**src/rtl/rxq_pkg.sv**
```systemverilog
package rxq_pkg;
  localparam int DATA_W = 8;
  localparam int TAG_W  = 3;
  localparam int ENT_W  = DATA_W + TAG_W;
  // idle span in bit times = 4 * (word bits) + TO_EXTRA
  localparam int TO_EXTRA = 12;
  localparam int TO_MAX_TICKS = (4 * DATA_W + TO_EXTRA) * 16;
  localparam int TO_W = $clog2(TO_MAX_TICKS + 1);

  typedef enum logic [2:0] {
    ST_IDLE, ST_START, ST_DATA, ST_PAR, ST_STOP
  } rx_state_e;

  typedef struct packed {
    logic brk;
    logic frm;
    logic par;
  } rx_tags_t;
endpackage

```
**src/rtl/rx_deser.sv**
```systemverilog
module rx_deser
  import rxq_pkg::*;
(
  input  logic              clk,
  input  logic              rst_n,
  input  logic              sample_tick,
  input  logic              rx_line,
  input  logic              os8_mode,
  input  logic [1:0]        word_len,
  input  logic              parity_en,
  input  logic              parity_odd,
  output logic              out_valid,
  output logic [DATA_W-1:0] out_data,
  output rx_tags_t          out_tags
);
  rx_state_e         state_q, state_d;
  logic [3:0]        cnt_q, cnt_d;
  logic [2:0]        bit_q, bit_d;
  logic [DATA_W-1:0] data_q, data_d;
  logic              pbit_q, pbit_d;
  logic              meta_q, rx_s, prev_q, prev_d;
  logic              push_d;
  rx_tags_t          tags_d;
  logic [3:0]        half_m1, full_m1;
  logic [2:0]        last_bit;

  assign half_m1  = os8_mode ? 4'd3 : 4'd7;
  assign full_m1  = os8_mode ? 4'd7 : 4'd15;
  assign last_bit = {1'b0, word_len} + 3'd4;

  always_comb begin
    state_d = state_q;
    cnt_d   = cnt_q;
    bit_d   = bit_q;
    data_d  = data_q;
    pbit_d  = pbit_q;
    push_d  = 1'b0;
    tags_d  = '0;
    prev_d  = sample_tick ? rx_s : prev_q;
    if (sample_tick) begin
      unique case (state_q)
        ST_IDLE: begin
          if (prev_q && !rx_s) begin
            state_d = ST_START;
            cnt_d   = '0;
          end
        end
        ST_START: begin
          if (cnt_q == half_m1) begin
            cnt_d  = '0;
            bit_d  = '0;
            data_d = '0;
            pbit_d = 1'b0;
            state_d = rx_s ? ST_IDLE : ST_DATA;
          end else begin
            cnt_d = cnt_q + 4'd1;
          end
        end
        ST_DATA: begin
          if (cnt_q == full_m1) begin
            cnt_d = '0;
            data_d[bit_q] = rx_s;
            if (bit_q == last_bit) state_d = parity_en ? ST_PAR : ST_STOP;
            else                   bit_d   = bit_q + 3'd1;
          end else begin
            cnt_d = cnt_q + 4'd1;
          end
        end
        ST_PAR: begin
          if (cnt_q == full_m1) begin
            cnt_d   = '0;
            pbit_d  = rx_s;
            state_d = ST_STOP;
          end else begin
            cnt_d = cnt_q + 4'd1;
          end
        end
        ST_STOP: begin
          if (cnt_q == full_m1) begin
            push_d     = 1'b1;
            state_d    = ST_IDLE;
            tags_d.par = parity_en && ((^data_q ^ pbit_q) != parity_odd);
            tags_d.frm = !rx_s;
            tags_d.brk = !rx_s && (data_q == '0) && !(parity_en && pbit_q);
          end else begin
            cnt_d = cnt_q + 4'd1;
          end
        end
        default: state_d = ST_IDLE;
      endcase
    end
  end

  always_ff @(posedge clk or negedge rst_n) begin
    if (!rst_n) begin
      meta_q    <= 1'b1;
      rx_s      <= 1'b1;
      prev_q    <= 1'b1;
      state_q   <= ST_IDLE;
      cnt_q     <= '0;
      bit_q     <= '0;
      data_q    <= '0;
      pbit_q    <= 1'b0;
      out_valid <= 1'b0;
      out_data  <= '0;
      out_tags  <= '0;
    end else begin
      meta_q    <= rx_line;
      rx_s      <= meta_q;
      prev_q    <= prev_d;
      state_q   <= state_d;
      cnt_q     <= cnt_d;
      bit_q     <= bit_d;
      data_q    <= data_d;
      pbit_q    <= pbit_d;
      out_valid <= push_d;
      if (push_d) begin
        out_data <= data_q;
        out_tags <= tags_d;
      end
    end
  end

  // a start bit found high at the half-bit point returns to idle
  p_false_start_r2: assert property (@(posedge clk) disable iff (!rst_n)
    (state_q == ST_START && sample_tick && cnt_q == half_m1 && rx_s)
    |=> state_q == ST_IDLE);
  // one character per frame; no back-to-back completions
  p_single_push_r5: assert property (@(posedge clk) disable iff (!rst_n)
    out_valid |=> !out_valid);
  // break always comes with a framing error
  p_brk_has_frm_r5: assert property (@(posedge clk) disable iff (!rst_n)
    (out_valid && out_tags.brk) |-> out_tags.frm);
endmodule

```
**src/rtl/rx_tag_fifo.sv**
```systemverilog
module rx_tag_fifo #(
  parameter int DEPTH = 64,
  parameter int W     = 11,
  localparam int AW   = $clog2(DEPTH),
  localparam int CW   = AW + 1
) (
  input  logic          clk,
  input  logic          rst_n,
  input  logic          single_mode,
  input  logic          wr_en,
  input  logic [W-1:0]  wr_data,
  input  logic          rd_en,
  output logic [W-1:0]  head,
  output logic [CW-1:0] count,
  output logic          overrun
);
  logic [W-1:0]  mem_q [DEPTH];
  logic [AW-1:0] wp_q, rp_q;
  logic [CW-1:0] cnt_q, cnt_d;
  logic          ovr_q, ovr_d;
  logic          cap_hit, do_wr, do_rd;

  assign cap_hit = single_mode ? (cnt_q != '0) : (cnt_q == CW'(DEPTH));
  assign do_wr   = wr_en && !cap_hit;
  assign do_rd   = rd_en && (cnt_q != '0);

  always_comb begin
    cnt_d = cnt_q;
    if (do_wr && !do_rd)      cnt_d = cnt_q + CW'(1);
    else if (do_rd && !do_wr) cnt_d = cnt_q - CW'(1);
    ovr_d = ovr_q;
    if (wr_en && cap_hit) ovr_d = 1'b1;
    else if (rd_en)       ovr_d = 1'b0;
  end

  always_ff @(posedge clk or negedge rst_n) begin
    if (!rst_n) begin
      wp_q  <= '0;
      rp_q  <= '0;
      cnt_q <= '0;
      ovr_q <= 1'b0;
    end else begin
      if (do_wr) wp_q <= wp_q + AW'(1);
      if (do_rd) rp_q <= rp_q + AW'(1);
      cnt_q <= cnt_d;
      ovr_q <= ovr_d;
    end
  end

  always_ff @(posedge clk) begin
    if (do_wr) mem_q[wp_q] <= wr_data;
  end

  assign head    = mem_q[rp_q];
  assign count   = cnt_q;
  assign overrun = ovr_q;

  // occupancy never exceeds the depth
  p_no_overflow_r6: assert property (@(posedge clk) disable iff (!rst_n)
    cnt_q <= CW'(DEPTH));
  // a write into a full queue leaves the level and raises overrun
  p_full_drop_r7: assert property (@(posedge clk) disable iff (!rst_n)
    (wr_en && cap_hit && !rd_en) |=> (cnt_q == $past(cnt_q)) && ovr_q);
  // a lone read lowers the level by one
  p_read_dec_r6: assert property (@(posedge clk) disable iff (!rst_n)
    (rd_en && !wr_en && cnt_q != '0) |=> cnt_q == $past(cnt_q) - CW'(1));
endmodule

```
**src/rtl/rx_idle_timer.sv**
```systemverilog
module rx_idle_timer
  import rxq_pkg::*;
(
  input  logic       clk,
  input  logic       rst_n,
  input  logic       sample_tick,
  input  logic       os8_mode,
  input  logic [1:0] word_len,
  input  logic       restart,
  input  logic       empty,
  output logic       expired
);
  logic [TO_W-1:0] cnt_q, cnt_d, bits, limit;
  logic            flag_q, flag_d;

  assign bits  = TO_W'(4 * 5 + TO_EXTRA) + (TO_W'(word_len) << 2);
  assign limit = os8_mode ? (bits << 3) : (bits << 4);

  always_comb begin
    cnt_d  = cnt_q;
    flag_d = flag_q;
    if (empty || restart) begin
      cnt_d  = '0;
      flag_d = 1'b0;
    end else if (sample_tick && !flag_q) begin
      if (cnt_q == limit - TO_W'(1)) flag_d = 1'b1;
      else                           cnt_d  = cnt_q + TO_W'(1);
    end
  end

  always_ff @(posedge clk or negedge rst_n) begin
    if (!rst_n) begin
      cnt_q  <= '0;
      flag_q <= 1'b0;
    end else begin
      cnt_q  <= cnt_d;
      flag_q <= flag_d;
    end
  end

  assign expired = flag_q;

  // expiry only while data waits
  p_to_nonempty_r10: assert property (@(posedge clk) disable iff (!rst_n)
    flag_q |-> !empty);
  // a new character or read restarts the span
  p_to_restart_r10: assert property (@(posedge clk) disable iff (!rst_n)
    restart |=> !flag_q);
endmodule

```
**src/rtl/uart_rx_chan.sv**
```systemverilog
module uart_rx_chan
  import rxq_pkg::*;
#(
  parameter int DEPTH = 64,
  localparam int CW   = $clog2(DEPTH) + 1
) (
  input  logic              clk,
  input  logic              rst_n,
  input  logic              sample_tick,
  input  logic              rx_line,
  input  logic              os8_mode,
  input  logic [1:0]        word_len,
  input  logic              parity_en,
  input  logic              parity_odd,
  input  logic              fifo_en,
  input  logic [CW-1:0]     trig_level,
  input  logic              irq_en,
  input  logic              rd_strobe,
  output logic [DATA_W-1:0] hold_data,
  output logic [TAG_W-1:0]  err_tags,
  output logic              data_avail,
  output logic [CW-1:0]     fill_level,
  output logic              overrun,
  output logic              irq_data,
  output logic              irq_timeout
);
  logic              chr_valid;
  logic [DATA_W-1:0] chr_data;
  rx_tags_t          chr_tags;
  logic [ENT_W-1:0]  head;
  logic [CW-1:0]     count;
  logic              empty, to_exp;

  rx_deser u_deser (
    .clk, .rst_n, .sample_tick, .rx_line, .os8_mode, .word_len,
    .parity_en, .parity_odd,
    .out_valid(chr_valid), .out_data(chr_data), .out_tags(chr_tags)
  );

  rx_tag_fifo #(.DEPTH(DEPTH), .W(ENT_W)) u_fifo (
    .clk, .rst_n,
    .single_mode(!fifo_en),
    .wr_en(chr_valid),
    .wr_data({chr_tags, chr_data}),
    .rd_en(rd_strobe),
    .head(head), .count(count), .overrun(overrun)
  );

  assign empty = (count == '0);

  rx_idle_timer u_timer (
    .clk, .rst_n, .sample_tick, .os8_mode, .word_len,
    .restart(chr_valid || (rd_strobe && !empty)),
    .empty(empty),
    .expired(to_exp)
  );

  assign hold_data   = head[DATA_W-1:0];
  assign err_tags    = empty ? '0 : head[ENT_W-1:DATA_W];
  assign data_avail  = !empty;
  assign fill_level  = count;
  assign irq_data    = irq_en && !empty && (!fifo_en || count >= trig_level);
  assign irq_timeout = irq_en && to_exp;

  // data-ready never raised with interrupts disabled or queue empty
  p_irq_gate_r9: assert property (@(posedge clk) disable iff (!rst_n)
    irq_data |-> (irq_en && data_avail));
endmodule

```
**config.mk**
```make
export PLATFORM = sky130hd
export DESIGN_NAME = uart_rx_chan
export DESIGN_NICKNAME = d
export VERILOG_FILES = /design/src/rtl/rxq_pkg.sv /design/src/rtl/rx_deser.sv /design/src/rtl/rx_tag_fifo.sv /design/src/rtl/rx_idle_timer.sv /design/src/rtl/uart_rx_chan.sv
export SDC_FILE = /design/constraint.sdc
export NUM_CORES = 1
export LEC_CHECK = 0
export ABC_AREA = 1
export BUFFER_PORTS_ARGS = -buffer_cell sky130_fd_sc_hd__buf_2
export CORE_AREA = 2 2 231 233
export CTS_CLUSTER_SIZE = 24
export DETAILED_ROUTE_END_ITERATION = 16
export DIE_AREA = 0 0 233 235
export HOLD_SLACK_MARGIN = 0.05
export PLACE_DENSITY = 0.82
export SLEW_MARGIN = 15
export SYNTH_ARGS = -nofsm -noshare
export SYNTH_HDL_FRONTEND = slang
export SYNTH_SLANG_ARGS = --single-unit
```
**constraint.sdc**
```tcl
create_clock -name clk -period 3.8 [get_ports clk]
set_clock_uncertainty 0.05 [all_clocks]
set_input_delay 1.14 -clock clk [delete_from_list [all_inputs] [get_ports clk]]
set_output_delay 1.14 -clock clk [all_outputs]
set_load 0.01 [all_outputs]
```
* Word-level counts from Yosys, hierarchy flattened
Memories as Yosys holds them, arrays and structs flattened.
Index checks and enable logic that the tools add are counted.
** Operators by class
- Add/sub/neg operators :: 10
- Order comparisons :: 3
- Equal/unequal tests :: 19
- Multiplexer cells :: 50
- Bitwise gates (word level) :: 1
- Reduce and logical (&&, ||, !) cells :: 47
** Operators with widths (number)
- $mux W3 :: 15
- $mux W10 :: 4
- $mux W4 :: 5
- $logic_and A1 B1 Y1 :: 16
- $mux W8 :: 2
- $pmux W4 S4 :: 1
- $pmux W8 S2 :: 1
- $pmux W3 S5 :: 1
- $mux W1 :: 14
- $mux W7 :: 2
- $ne A2 B1 Y1 const B :: 7
- $add A6 B1 Y6 const B :: 2
- $reduce_and A4 Y1 :: 3
- $reduce_bool A2 Y1 :: 6
- $add A10 B1 Y10 const B :: 1
- $eq A10 B10 Y1 :: 1
- $sub A10 B1 Y10 const B :: 1
- $bwmux W8 :: 1
- $eq A4 B4 Y1 :: 2
- $logic_not A1 Y1 :: 8
- $logic_not A8 Y1 :: 1
- $reduce_xor A8 Y1 :: 1
- $add A6 B4 Y7 const A :: 1
- $add A7 B1 Y7 const B :: 1
- other kinds (28) :: 33
** Word-level totals
- Bits in registers :: 65
- RAM bits :: 704
- Bits of input ports :: 19
- Output and inout bits :: 22
- Logic and storage cells :: 150
- Memories :: 1
** Memories
- u_fifo.mem_q :: words 64, width 11, rd ports 1, clocked after Yosys merged registers in 0, wr ports 1, line rx_tag_fifo.sv:17 : logic [W-1:0] mem_q [DEPTH];

* Longest topological paths before layout
- Depth in word-level cells :: 8
- Depth in mapped cells :: 20
- Depth with buffers taken out :: 19

* Hierarchy
From an unflattened synthesis, not the netlist that was laid out.
** Unflattened totals
- Cell total of the unflattened synthesis :: 3293
- Area, all modules :: 33793.7 um2
** Modules (own cells, without submodules)
- rx_tag_fifo :: times used 1, cells each 2834, area each 30590.6 um2, seq. area each 21640.8 um2
- rx_deser :: times used 1, cells each 267, area each 2013.2 um2, seq. area each 854.6 um2
- rx_idle_timer :: times used 1, cells each 138, area each 889.6 um2, seq. area each 275.3 um2
- uart_rx_chan :: times used 1, cells each 54, area each 300.3 um2, seq. area each 0.0 um2

* Worst setup path before layout
Ideal clock, no wire load.
- Kind :: input -> output
- Start :: input port trig_level[2]
- End :: output port irq_data
- Data arrival time :: 1.966 ns
- Data required time :: 2.610 ns
- Slack :: 0.644 ns
- Stages on the path :: 6
- Buffers on the path :: 0
- Cell sequence :: inv_1 -> ha_1 -> nand2_1 -> o21ai_0 -> nand4_1 -> a41oi_1
** Between the ends
- Longest elaborated chain between the ends :: 3
** RTL lines
- start: declaration :: line uart_rx_chan.sv:16 : input logic [CW-1:0] trig_level,
- $ge A7 B7 Y1 :: line uart_rx_chan.sv:62 : assign irq_data = irq_en && !empty && (!fifo_en || count >= trig_level);
- $logic_or A1 B1 Y1 :: line uart_rx_chan.sv:62
- $logic_and A1 B1 Y1 :: line uart_rx_chan.sv:62
- end: declaration :: line uart_rx_chan.sv:24 : output logic irq_data,
Every way passes these cells.

* Worst setup path in the final report
- Start :: register u_fifo.rp_q[0]
- End :: output port hold_data[5]
** Between the ends
- Longest elaborated chain between the ends :: 1
** RTL lines
- start: declaration :: line rx_tag_fifo.sv:18 : logic [AW-1:0] wp_q, rp_q;
- start signal: assignment :: line rx_tag_fifo.sv:44 : if (do_rd) rp_q <= rp_q + AW'(1);
- $mem_v2 Z64 W11
- end: declaration :: line uart_rx_chan.sv:19 : output logic [DATA_W-1:0] hold_data,
Every way passes these cells.

==> run summary <==
* true — unrepaired setup endpoints after global routing
* 64.7% — post-synth top area share
* 106% — portion of the clock cycle consumed by the worst path in the final layout
* sky130_fd_sc_hd__edfxtp_1 — count leader, synth
* 704 — number of enable-type register cells in the synthesized netlist
* 0.980% — adder-cell area share of the yosys netlist
* output port — kind of capture point of the worst setup path
* sky130_fd_sc_hd__edfxtp_1 — biggest area consumer among synthesized cells
* flop to output port — WS Path Type
* 550 µV — worst vdd ir
* 0 — count of nets left with antenna violations after detail routing
* 69.7% — sequential share of the synthesized area
* 51 — Distinct cells, synth
* flop — Startpoint Class
* 724 mW/mm² — power per cell area
* 0.723% — xor and xnor fraction of the mapped netlist area
* 2,886 — cell count after synthesis
* 0 — total congestion overflow after global routing
* complete, but fails checks — status
* -0.228 ns — worst-case setup margin in the final layout
* 0.0105 W — switching pwr
* 0 — warning count from the yosys run
* 0.43 ns — register-to-register setup slack
* 3 — clock tree buffer depth
* 0 — Antenna Diode Count
* 0 — reported max-cap violation count
* 62.6% — starting density of the core
* 2,930 — Net Count, Synth
* 11 — count of final setup violators
* simple AND/OR/NAND/NOR gates — family with the most delay on the worst path
* 1 — antenna violations before repair
* 90.2 mm — final WL
* 6.33 — post-DR vias/cell
* 769 — clk sink count
* 11.3 µm² — synthesized area per cell
* 9 — 1st-pass router iterations
* 10 — Critical Path Stages
* 2.84 ns — Arr. time, crit path
* 23,100 — vias in the first global route
* sky130_fd_sc_hd__edfxtp_1 — dominant synthesized flop cell
* sky130_fd_sc_hd__nand3_1 — dominant cell type by count on the critical path
* 134 mm — global-route wire length before repair
* 0.0171 W — Internal Power
* 0% — portion of netlist area occupied by mux cells
* 0.06 ns — clock-pin slew reported for the worst setup and hold paths after clock tree synthesis
* 248 MHz — highest attainable clock frequency
* 23,900 — total via count after detailed routing
* 16.9% — post-synthesis simple-gate area fraction
* 32.2% — max-slew headroom at the worst pin
* 0 — # DRC
* 704 x sky130_fd_sc_hd__edfxtp_1, 540 x sky130_fd_sc_hd__nand2_1, 477 x sky130_fd_sc_hd__nor2_1 — top cell types by occurrence after synthesis
* hold_data[5] — capture point of the worst path
* 32.7% — overall global routing resource usage
* 1.02 ns — transition time at the pin with the least slew margin
* 40.6% — Combinational Power Share
* 76 — TritonCTS buffer count
* 233 µm — Die Width
* 72.9% — utilization of the core after routing
* negative setup slack — violated checks
* 3 — # H-tree levels
* 3,771 — post-route insts no fill
* 3,074 — number of nets in the layout
* 40 — PortBufs
* 3,601 — number of cells in the design after placement
* yes — TritonCTS clock tree
* u_fifo.count[3] — Worst R2R Start
* 14.2 nW — leakage power
* 4 — number of buffers and inverters on the critical path
* 16.5% — area grow syn2layout
* 2.61 ns — required time of the worst setup path
* flop to flop — Tightest Hold Check Type
* 3,842 — count of routing violations after the opening detailed-route iteration
* 4.03 ns — Final Critical Period
* u_fifo.rp_q[0] — start point of the critical path
* sky130_fd_sc_hd__clkbuf_16 — clock root buffer
* simple AND/OR/NAND/NOR gates — dominant combinational cell family by area after synthesis
* 8.45% — Async S/R FF share, synth
* 0.0327 mm² — area of the mapped netlist
* 235 µm — vertical die dimension
* 7.51% — Compound-Gate Fraction of Synth Area
* buf_12 > inv_16 > buf_4 > nor2_1 > o211ai_1 > nand3_1 > nand3_2 > nand3_1 > nand2_2 > buf_2 — crit-path cells
* 9 — largest fanout of any net on the critical path
* sky130_fd_sc_hd__dfrtp_4 — Slowest-stage cell, CP
* 769 — flip-flop and latch count after synthesis
* 15.8% — share of final-layout standard cells stronger than drive strength 1
* 50.7 mm — post-detail-place hpwl
* 0.0522 mm² — core region area
* 0 — max-slew violation count
* 25.1% — clock network power share
* 0.61 ns — clock latency at the later pin of the worst-skew pair
* 37.9% — sw frac
* sky130_fd_sc_hd__edfxtp_1 65%, sky130_fd_sc_hd__nand2_1 6.2%, sky130_fd_sc_hd__nor2_1 5.5% — top area cells in the synthesized netlist
* 0.0548 mm² — die area
* 0 — number of endpoints with negative hold slack in the final report
* 66 — largest net degree at the start of global routing
* u_fifo.count[6] — r2r endpoint
* 0.54 ns — critical path's largest stage delay
* 18 — cell count of the worst reg-to-reg path
* 0 — count of hold-fix buffers inserted at cts
* 84 — std cell rows
* 34.4% — sequential power share
* 23.9 µm — post-detailed-route wirelength per cell
* 41 — top-level port count
* 0.927 — final weighted congestion in routability-driven placement
-- layer usage --
metal	vias to the layer above	track usage (%)	wire length (µm)
met1	11500	42.2	31300
met5	-	0	12
met4	2	18.8	5180
met2	1742	51.6	42800
li1	10300	-	-
met3	338	7.01	10900
-- registers in the layout, summed over array words and instances, names as in the netlist --
signal	flops
u_deser.state_q	3
u_fifo.count	7
u_deser.pbit_q	1
u_deser.out_data	8
u_deser.meta_q	1
u_timer.expired	1
u_deser.data_q	8
u_deser.rx_s	1
u_deser.prev_q	1
u_fifo.rp_q	6
u_deser.bit_q	3
u_fifo.wp_q	6
u_deser.out_valid	1
u_timer.cnt_q	10
u_deser.cnt_q	4
u_fifo.overrun	1
u_deser.out_tags	3
u_fifo.mem_q	704
-- cell type report --
| type | count | area (µm²) |
|---|---|---|
| inverter | 155 | 606 |
| sequential | 769 | 22800 |
| tap | 688 | 861 |
| multi-input combinational | 1811 | 9120 |
| clock buffer | 99 | 2060 |
| timing repair inverter | 3 | 40.0 |
| clock inverter | 32 | 153 |
| timing repair buffer | 214 | 2450 |
| fill | 3127 | 14100 |
-- logic make-up (layout without fill, tap and decap cells) --
| group | after synthesis | in the layout |
|---|---|---|
| AO/OA/AOI/OAI | 444 | 444 |
| AND/OR/NAND/NOR | 1315 | 1315 |
| flip-flops | 769 | 769 |
| adder cells (fa/ha/maj) | 25 | 25 |
| buffers and inverters | 306 | 503 |
| XOR/XNOR | 27 | 27 |
-- cells in the final DEF, fill, tap and decap left out, types with 5 or more instances in the layout --
cell type and count:
sky130_fd_sc_hd__o22ai_1 10, sky130_fd_sc_hd__nand3_2 38, sky130_fd_sc_hd__dfrtp_2 10, sky130_fd_sc_hd__edfxtp_1 704
sky130_fd_sc_hd__o21ai_0 248, sky130_fd_sc_hd__xor2_1 20, sky130_fd_sc_hd__buf_4 116, sky130_fd_sc_hd__dfrtp_1 49
sky130_fd_sc_hd__or2_2 8, sky130_fd_sc_hd__a21oi_2 13, sky130_fd_sc_hd__nand2_2 27, sky130_fd_sc_hd__buf_6 12
sky130_fd_sc_hd__nor2_4 13, sky130_fd_sc_hd__xnor2_1 7, sky130_fd_sc_hd__nand4_1 8, sky130_fd_sc_hd__nand2_4 7
sky130_fd_sc_hd__a21oi_4 6, sky130_fd_sc_hd__clkinv_2 9, sky130_fd_sc_hd__nor2_1 449, sky130_fd_sc_hd__clkbuf_1 19
sky130_fd_sc_hd__inv_1 146, sky130_fd_sc_hd__o211ai_1 70, sky130_fd_sc_hd__clkinv_1 19, sky130_fd_sc_hd__clkinvlp_4 5
sky130_fd_sc_hd__ha_1 24, sky130_fd_sc_hd__nand3_1 194, sky130_fd_sc_hd__clkbuf_16 83, sky130_fd_sc_hd__a21oi_1 39
sky130_fd_sc_hd__nor3_1 15, sky130_fd_sc_hd__inv_2 5, sky130_fd_sc_hd__buf_16 23, sky130_fd_sc_hd__buf_12 21
sky130_fd_sc_hd__buf_2 33, sky130_fd_sc_hd__nor2_2 18, sky130_fd_sc_hd__o21ai_1 43, sky130_fd_sc_hd__nand4_4 6
sky130_fd_sc_hd__nand2_1 512
-- worst min path at each step --
stage | startpoint | slack (ns) | to | cells after the start
after floorplan | u_deser.meta_q | 0.30 | u_deser.rx_s | 0
after global placement | u_deser.meta_q | 0.30 | u_deser.rx_s | 0
after detailed placement | u_deser.meta_q | 0.30 | u_deser.rx_s | 0
after CTS | u_deser.meta_q | 0.31 | u_deser.rx_s | 0
after global routing | u_deser.meta_q | 0.32 | u_deser.rx_s | 0
final | u_deser.meta_q | 0.31 | u_deser.rx_s | 0
-- power groups by stage --
| stage | Clock, W | Combinational [W] | Sequential [W] |
|---|---|---|---|
| 6_report | 0.00692 | 0.0112 | 0.00947 |
| 5_1_grt | 0.00723 | 0.0118 | 0.00948 |
| 4_1_cts | 0.00688 | 0.0103 | 0.00946 |
| 3_5_place_dp | 0 | 0.00837 | 0.00965 |
| 3_3_place_gp | 0 | 0.00811 | 0.00964 |
| 2_1_floorplan | 0 | 0.00547 | 0.00954 |
-- metrics by stage --
stage               setup TNS (ns)  hold WS, ns  setup WS, ns  total power, W  area [µm²]
finish                       -1.75        0.314        -0.228          0.0276       38100
global route                 -2.24        0.321        -0.283          0.0285       38100
CTS                         -0.863        0.310        -0.103          0.0267       37800
detailed placement               0        0.303         0.276          0.0180       34300
global placement                 0        0.302         0.337          0.0178       34300
floorplan                        0        0.295         0.644          0.0150       32700
-- repair_timing --
action / in CTS / in global routing
gates resized for setup: 171 / 63
cloned: 20 / 4
setup endpoints to repair: 11 / 11
setup buffers: 15 / 0
pin swaps: 83 / 41
Power figures use the tool's default switching activity.
